===== config.mk =====
export PLATFORM = sky130hd
export DESIGN_NAME = txstart_ctrl
export DESIGN_NICKNAME = d
export VERILOG_FILES = /design/src/rtl/txs_pkg.sv /design/src/rtl/txs_trig_detect.sv /design/src/rtl/txs_start_seq.sv /design/src/rtl/txs_fs_gen.sv /design/src/rtl/txstart_ctrl.sv
export SDC_FILE = /design/constraint.sdc
export NUM_CORES = 1
export LEC_CHECK = 0
export BUFFER_PORTS_ARGS = -buffer_cell sky130_fd_sc_hd__clkbuf_2
export CAP_MARGIN = 20
export CORE_AREA = 10 10 74 76
export CTS_CLUSTER_SIZE = 16
export DETAILED_ROUTE_END_ITERATION = 16
export DIE_AREA = 0 0 84 86
export HOLD_SLACK_MARGIN = 0.1
export RECOVER_POWER = 25
export SLEW_MARGIN = 30
export SYNTH_ARGS = -nofsm -noshare
export SYNTH_HDL_FRONTEND = slang
export SYNTH_SLANG_ARGS = --single-unit

===== constraint.sdc =====
create_clock -name clk -period 2.2 [get_ports clk]
set_input_delay 0.22 -clock clk [delete_from_list [all_inputs] [get_ports clk]]
set_output_delay 0.22 -clock clk [all_outputs]
set_load 0.01 [all_outputs]

===== src/rtl/txs_pkg.sv =====
package txs_pkg;
  localparam int SEL_W = 4;

  typedef enum logic [SEL_W-1:0] {
    SRC_CONT   = 4'd0,
    SRC_RXSTRT = 4'd1,
    SRC_LOW    = 4'd2,
    SRC_HIGH   = 4'd3,
    SRC_FALL   = 4'd4,
    SRC_RISE   = 4'd5,
    SRC_CHANGE = 4'd6,
    SRC_EDGE   = 4'd7
  } src_e;
endpackage


===== src/rtl/txs_trig_detect.sv =====
module txs_trig_detect
  import txs_pkg::*;
(
  input  logic             clk,
  input  logic             rst,
  input  logic             tck_en,
  input  logic             fs_in,
  input  logic [SEL_W-1:0] sel,
  input  logic             rx_start,
  input  logic             data_avail,
  output logic             trig
);
  logic sync1, sync2, prev;

  always_ff @(posedge clk) begin
    if (rst) begin
      sync1 <= 1'b0;
      sync2 <= 1'b0;
      prev  <= 1'b0;
    end else begin
      sync1 <= fs_in;
      sync2 <= sync1;
      if (tck_en) prev <= sync2;
    end
  end

  always_comb begin
    case (sel)
      SRC_CONT:   trig = data_avail;
      SRC_RXSTRT: trig = rx_start;
      SRC_LOW:    trig = !sync2;
      SRC_HIGH:   trig = sync2;
      SRC_FALL:   trig = prev && !sync2;
      SRC_RISE:   trig = !prev && sync2;
      SRC_CHANGE,
      SRC_EDGE:   trig = prev ^ sync2;
      default:    trig = 1'b0;
    endcase
  end
endmodule


===== src/rtl/txs_start_seq.sv =====
module txs_start_seq #(
  parameter int DELAY_W = 8
) (
  input  logic               clk,
  input  logic               rst,
  input  logic               tck_en,
  input  logic               tx_en,
  input  logic               trig,
  input  logic [DELAY_W-1:0] cfg_delay,
  input  logic               word_done,
  output logic               accept,
  output logic               start_pulse,
  output logic               busy,
  output logic               waiting
);
  logic [DELAY_W-1:0] cnt;
  logic               idle;

  assign idle   = !busy && !waiting;
  assign accept = tck_en && tx_en && trig && idle;

  always_ff @(posedge clk) begin
    if (rst || !tx_en) begin
      cnt         <= '0;
      waiting     <= 1'b0;
      busy        <= 1'b0;
      start_pulse <= 1'b0;
    end else begin
      start_pulse <= 1'b0;
      if (word_done) busy <= 1'b0;
      if (tck_en) begin
        if (accept) begin
          if (cfg_delay == '0) begin
            start_pulse <= 1'b1;
            busy        <= 1'b1;
          end else begin
            cnt     <= cfg_delay;
            waiting <= 1'b1;
          end
        end else if (waiting) begin
          if (cnt == DELAY_W'(1)) begin
            start_pulse <= 1'b1;
            busy        <= 1'b1;
            waiting     <= 1'b0;
            cnt         <= '0;
          end else begin
            cnt <= cnt - 1'b1;
          end
        end
      end
    end
  end
endmodule


===== src/rtl/txs_fs_gen.sv =====
module txs_fs_gen #(
  parameter int PERIOD_W = 8
) (
  input  logic                clk,
  input  logic                rst,
  input  logic                tck_en,
  input  logic                tx_en,
  input  logic [PERIOD_W-1:0] cfg_period,
  output logic                fs_out
);
  localparam int CNT_W = PERIOD_W + 1;

  logic [CNT_W-1:0] cnt;
  logic [CNT_W-1:0] last;

  // 2*(P+1)-1 equals P with a one appended below it
  assign last = {cfg_period, 1'b1};

  always_ff @(posedge clk) begin
    if (rst || !tx_en) begin
      cnt    <= '0;
      fs_out <= 1'b0;
    end else if (tck_en) begin
      if (cfg_period == '0) begin
        cnt    <= '0;
        fs_out <= 1'b0;
      end else begin
        fs_out <= (cnt == '0);
        cnt    <= (cnt == last) ? '0 : cnt + 1'b1;
      end
    end
  end
endmodule


===== src/rtl/txstart_ctrl.sv =====
module txstart_ctrl
  import txs_pkg::*;
#(
  parameter int PERIOD_W = 8,
  parameter int DELAY_W  = 8
) (
  input  logic                clk,
  input  logic                rst,
  input  logic                tck_en,
  input  logic                tx_en,
  input  logic                word_wr,
  input  logic                word_done,
  input  logic                rx_start,
  input  logic                fs_in,
  input  logic [PERIOD_W-1:0] cfg_period,
  input  logic [DELAY_W-1:0]  cfg_delay,
  input  logic [SEL_W-1:0]    cfg_src,
  output logic                start_pulse,
  output logic                fs_out
);
  logic pending;
  logic data_avail;
  logic trig;
  logic accept;
  logic xfer_busy;
  logic waiting;

  assign data_avail = pending || word_wr;

  always_ff @(posedge clk) begin
    if (rst || !tx_en) begin
      pending <= 1'b0;
    end else if (accept && cfg_src == SRC_CONT) begin
      pending <= 1'b0;
    end else if (word_wr) begin
      pending <= 1'b1;
    end
  end

  txs_trig_detect u_detect (
    .clk        (clk),
    .rst        (rst),
    .tck_en     (tck_en),
    .fs_in      (fs_in),
    .sel        (cfg_src),
    .rx_start   (rx_start),
    .data_avail (data_avail),
    .trig       (trig)
  );

  txs_start_seq #(.DELAY_W(DELAY_W)) u_seq (
    .clk         (clk),
    .rst         (rst),
    .tck_en      (tck_en),
    .tx_en       (tx_en),
    .trig        (trig),
    .cfg_delay   (cfg_delay),
    .word_done   (word_done),
    .accept      (accept),
    .start_pulse (start_pulse),
    .busy        (xfer_busy),
    .waiting     (waiting)
  );

  txs_fs_gen #(.PERIOD_W(PERIOD_W)) u_fsgen (
    .clk        (clk),
    .rst        (rst),
    .tck_en     (tck_en),
    .tx_en      (tx_en),
    .cfg_period (cfg_period),
    .fs_out     (fs_out)
  );
endmodule


Word-level counts from Yosys, hierarchy flattened:

Index checks and enable logic that the tools add are counted.

* flip-flop bits (word level): 25
* input port bits: 28
* output and inout port bits: 2
* word-level logic and storage cells: 70

* $add $sub $neg: 2
* eq/ne operators: 10
* mux-type cells: 22
* bitwise logic cells: 2
* reductions and logical operators: 24

Operators with widths (count)
* 8-bit two-way mux: 4
* 9-bit two-way mux: 2
* 4-bit by 3-bit == test with 1-bit output (second input constant): 4
* 8-bit logical NOT: 2
* 1-bit two-way mux: 15
* 9-bit by 1-bit adder with 9-bit output (second input constant): 1
* 9-bit == test: 1
* 9-bit logical NOT: 1
* 4-bit by 2-bit == test with 1-bit output (second input constant): 2
* 8-bit by 1-bit == test with 1-bit output (second input constant): 1
* 8-bit by 1-bit subtractor with 8-bit output (second input constant): 1
* 1-bit logical AND: 7
* 1-bit case mux with 7 select lines: 1
* 2-bit OR reduction: 3
* 1-bit logical NOT: 5
* 4-bit by 1-bit == test with 1-bit output (second input constant): 1
* 4-bit logical NOT: 1
* 3-bit AND reduction: 1
* 1-bit logical OR: 2
* 2-bit != test (second input constant): 1
* 2-bit AND reduction: 1
* 2-bit nonzero test: 1
* 1-bit NOT: 1
* 1-bit bitwise XOR: 1

Depth between registers and ports, before layout:

* depth after elaboration: 7
* gate-level depth with buffers: 9

By module:

Synthesis repeated with hierarchy kept, for this count alone.

* cell total of the unflattened synthesis: 204
* area total of the unflattened synthesis: 1824.2 µm²

Modules (own cells, without submodules)
* txs_start_seq: instances 1, cells an instance 93, area an instance 814.5 µm², sequential area each 220.2 µm²
* txs_fs_gen: instances 1, cells an instance 89, area an instance 780.7 µm², sequential area each 200.2 µm²
* txs_trig_detect: instances 1, cells an instance 17, area an instance 177.7 µm², sequential area each 60.1 µm²
* txstart_ctrl: instances 1, cells an instance 5, area an instance 51.3 µm², sequential area each 20.0 µm²

Worst setup path before layout:

OpenSTA, ideal clock, no wires.

* path type: flip-flop to flip-flop
* start: register u_detect.prev
* end: register u_seq.cnt[3]
* setup time: 0.086 ns
* arrival time: 1.886 ns
* required time: 2.114 ns
* path slack: 0.228 ns
* stages on the path, launching flop included: 10
* buffers on the path: 1
* path through: dfxtp_1 -> inv_1 -> ha_1 -> and3_1 -> a31oi_4 -> o211ai_4 -> a221oi_4 -> buf_6 -> a21oi_2 -> a211oi_1

* word-level cells in the longest chain between the ends: 7
* elaborated cells on any way between the ends: 11
* classes of those cells: eq/ne: 1; mux: 2; bitwise: 1; reduce/logical: 7

RTL lines
* from (decl): line txs_trig_detect.sv:13 `logic sync1, sync2, prev;`
* from (signal assigned): line txs_trig_detect.sv:23 `if (tck_en) prev <= sync2;`
* 1-bit logical NOT: line txs_trig_detect.sv:34 `SRC_RISE: trig = !prev && sync2;`
* 1-bit logical AND: line txs_trig_detect.sv:34
* 1-bit case mux with 7 select lines *: line txs_trig_detect.sv:28 `case (sel)`
* 1-bit logical AND * (2 in series): line txs_start_seq.sv:20 `assign accept = tck_en && tx_en && trig && idle;`
* 2-bit != test (no line) / 2-bit nonzero test (equally long branches)
* 3-bit AND reduction (no line)
* to (signal assigned): line txs_start_seq.sv:37 `cnt <= cfg_delay;`
* to (signal assigned): line txs_start_seq.sv:47 `cnt <= cnt - 1'b1;`
* to (decl): line txs_start_seq.sv:16 `logic [DELAY_W-1:0] cnt;`

Every way passes the cells marked *; elsewhere a longest branch is shown, timed or not.
A chain may end at the register's enable or synchronous reset.

Worst setup path after layout:

Same ends and word-level chain as after synthesis.

==> out/results.tsv <==
stage	metric	value	unit
run_status	result of the run	finished, final reports clean	
sta	FMAX	494	MHz
cells_and_area	area delta synth->final	15.5	%
critical_path	Crit Reg-Reg Endpoint	u_seq.cnt[3]	
floorplan	die height	86	µm
grt	met1 GRT Util	12.9	%
grt	antenna violations before repair	0	
power	static leakage	0.000666	µW
yosys	most common flop cell mapped by yosys	dfxtp_1	
route	Routed Wire Length	3640	µm
cells_and_area	largest register by flop count	u_fsgen.cnt	
yosys	number of synthesized register bits	25	
min_path	worst-case hold path end point	u_detect.sync1	
cells_and_area	fraction of final layout cells with drive strength greater than 1	20.4	%
cts	number of sinks on the clock net	25	
sta	final worst clock skew	0.00516	ns
sta	unrepaired setup endpoints after global routing	false	
cells_and_area	number of flip-flops under the largest register name	9	
sta	share of the cycle needed by the critical path after routing	92.0	%
yosys	count of flip-flops with a built-in enable after synthesis	0	
floorplan	boundary pin count	30	
min_path	Hold Path Depth	2	
min_path	type of the worst min-delay path	input pin to flop	
sta	final number of max-transition violations	0	
sta	final count of negative-setup-slack endpoints	0	
route	ANT nets after route	0	
grt	highest-utilization routing layer at the global route stage	met2	
job	Max-Cap Viols	0	
route	DR WL/cell	14.2	µm
critical_path	arrival time reported for the critical path endpoint	2.21	ns
floorplan	starting density of the core	38.9	%
route	router iterations before antenna repair	4	
grt	wire length of the first global-routing pass	6200	µm
power	Pwr Density	490	nW/µm²
floorplan	floorplan core area	3970	µm²
cells_and_area	largest registers	u_fsgen.cnt x9, u_seq.cnt x8	
cells_and_area	layout net count	241	
placement	dpl hpwl	2770	µm
cells_and_area	Final Util	44.9	%
cts	# H-tree levels	1	
cells_and_area	Antenna Cells	0	
route	post-detailed-route DRC marker count	0	
critical_path	Critical Path Sink Type	flop	
grt	via count of the first global-routing pass	1333	
placement	last weighted congestion value of the routability-driven placer	0.841	
yosys	post-synthesis sequential area ratio	32.4	%
floorplan	total die area	7220	µm²
yosys	Post-Syn Area	1540	µm²
cells_and_area	final-layout fill cell count	422	
placement	number of buffers inserted by port buffering	29	
cts	TritonCTS clock tree	built	
sta	worst relative slew slack	56.5	%
floorplan	Die W	84	µm
grt	GR Util met2	15.9	%
critical_path	largest fanout of any net on the critical path	13	
yosys	number of nets in the synthesized netlist	211	
yosys	Post-Synthesis Cells	177	
yosys	Warnings, synthesis	0	
yosys	number of different library cells in the post-synthesis netlist	43	
sta	total negative setup slack	0	ns
cts	total clock buffers created by CTS	3	
critical_path	register-to-register path setup slack	0.18	ns
grt	GRT Overall Usage	10.1	%
yosys	syn avg cell area	8.72	µm²
cts	cell at the root of the clock tree	clkbuf_8	
cts	Setup Fix Bufs, Post-CTS	0	
grt	Global Route met3 Usage	2.27	%
yosys	share of synthesized registers carrying an async set or reset	0	%
sta	clock period minus worst slack	2.02	ns
min_path	Hold Crit Start	fs_in	
sta	final count of hold timing violations	0	
floorplan	Cell Rows	23	
route	detailed-route vias per instance	5.24	
critical_path	r2r startpoint	u_detect.prev	
power	worst voltage drop across the vdd grid	216	µV
sta	Least-Margin Pin Slew	0.653	ns
critical_path	path depth of the worst reg2reg path	9	
grt	pin count of the biggest net entering global routing	18	
grt	GR Overflow Total	0	
cts	buffer depth of the longest clock path	2	
critical_path	startpoint class of the critical path	flop	
critical_path	Worst EP required	2.38	ns
cts	clock-pin slew reported for the worst setup and hold paths after clock tree synthesis	0.09	ns
route	total vias in the final route	1341	
power	Power Total	873	µW
cts	clock latency on the worst-skew pair	0.27	ns
critical_path	worst setup path category	flop to flop	
route	First DRT Iteration DRCs	50	
==> cell families after synthesis <==
kind of cell,Yosys count,synth area share (%)
XOR/XNOR,18,10.2
flip-flops,25,32.4
AND/OR/NAND/NOR,70,24.7
AO/OA/AOI/OAI,38,20.3
multiplexers,5,3.24
adder cells (fa/ha/maj),6,4.86
buffers and inverters,15,4.29
==> power breakdown <==
group          internal, µW  switching, µW
registers               459           7.08
logic                  55.6           66.2
clock network           128            157
total                   643            230
==> layout by cell type (no fill, tap or decap), drive strengths merged, types with 2 or more instances in the layout <==
cell,Yosys,final
nand3,3,3
a21o,3,3
nand2b,6,6
o31ai,3,3
nor3,7,7
ha,6,6
nand4,6,6
a31oi,2,2
nand2,10,10
a211oi,4,4
mux2i,5,5
xnor2,10,10
buf,3,2
or4,2,2
a21oi,12,12
clkbuf,3,32
inv,9,9
o21ai,2,2
and3,3,3
xor2,8,8
o22ai,2,2
nor2,18,18
o211ai,5,5
nor2b,4,4
nor4,4,4
nor4b,2,2
dfxtp,25,25
==> worst max-delay path, stage by stage (launching register included) <==
cell and delay, ns:
dfxtp_1 0.36, inv_1 0.05, ha_1 0.28, and3_1 0.21, a31oi_4 0.19, o211ai_4 0.11, a221oi_4 0.30, buf_6 0.18
a21oi_2 0.06, a211oi_1 0.20
==> cell type report <==
cell class / count / area [µm²] / share of cell area (%)
inverters: 9 / 33.8 / 1.89
flip-flops and latches: 25 / 500 / 28.1
clock buffers: 3 / 41.3 / 2.32
well taps: 50 / 62.6 / 3.51
repair buffers: 31 / 160 / 8.98
multi-input cells: 137 / 977 / 54.8
clock inverters: 1 / 7.51 / 0.421
==> repair_timing <==
| item | in CTS | in global routing |
|---|---|---|
| hold buffers | 0 | 0 |
| setup endpoints to repair | 0 | 6 |
| gates resized for setup | 0 | 1 |
==> worst max path at each step <==
stage	from	end	slack, ns	depth (start not counted)
2_1_floorplan	u_detect.prev	u_seq.cnt[3]	0.23	9
3_3_place_gp	u_detect.prev	u_seq.cnt[2]	0.18	9
3_5_place_dp	u_detect.prev	u_seq.cnt[5]	0.15	9
4_1_cts	u_detect.prev	u_seq.cnt[5]	0.13	9
5_1_grt	u_detect.prev	u_seq.cnt[2]	0.005	9
6_report	u_detect.prev	u_seq.cnt[3]	0.18	9
==> cell usage after synthesis (2+ instances only) <==
cell type  number  area share (%)
a211oi_1        3             1.5
a21o_1          3             1.5
a21oi_1         9             2.9
a21oi_2         3             1.7
and3_1          3             1.2
buf_2           2            0.65
clkbuf_1        3            0.73
dfxtp_1        25              32
ha_1            6             4.9
inv_1           9             2.2
mux2i_1         5             3.2
nand2_1        10             2.4
nand2b_1        6             2.4
nand3_1         3            0.97
nand4_1         6             2.4
nor2_1         18             4.4
nor2b_1         4             1.6
nor3_1          6             1.9
nor4_1          4             1.6
nor4b_1         2             1.1
o211ai_1        4             1.9
o21ai_0         2            0.65
o22ai_1         2            0.81
o31ai_1         3             1.5
or4_1           2            0.97
xnor2_1        10             5.7
xor2_1          8             4.5
==> layer usage <==
layer	routed length [µm]	share of wire (%)	vias to the layer above
met2	1670	46	26
met4	57	1.6	0
li1	-	-	696
met3	151	4.2	6
met5	0	0	-
met1	1760	48	613
==> per-stage QoR <==
| step | instance area, µm² | setup slack (ns) | hold WS, ns | instances |
|---|---|---|---|---|
| 2_1_floorplan | 1540 | 0.228 | 0.292 | 177 |
| 3_3_place_gp | 1730 | 0.185 | 0.428 | 252 |
| 3_5_place_dp | 1730 | 0.150 | 0.422 | 252 |
| 4_1_cts | 1780 | 0.128 | 0.151 | 256 |
| 5_1_grt | 1780 | 0.00478 | 0.180 | 256 |
| 6_report | 1780 | 0.176 | 0.155 | 256 |
(Power assumes the default switching activity.)
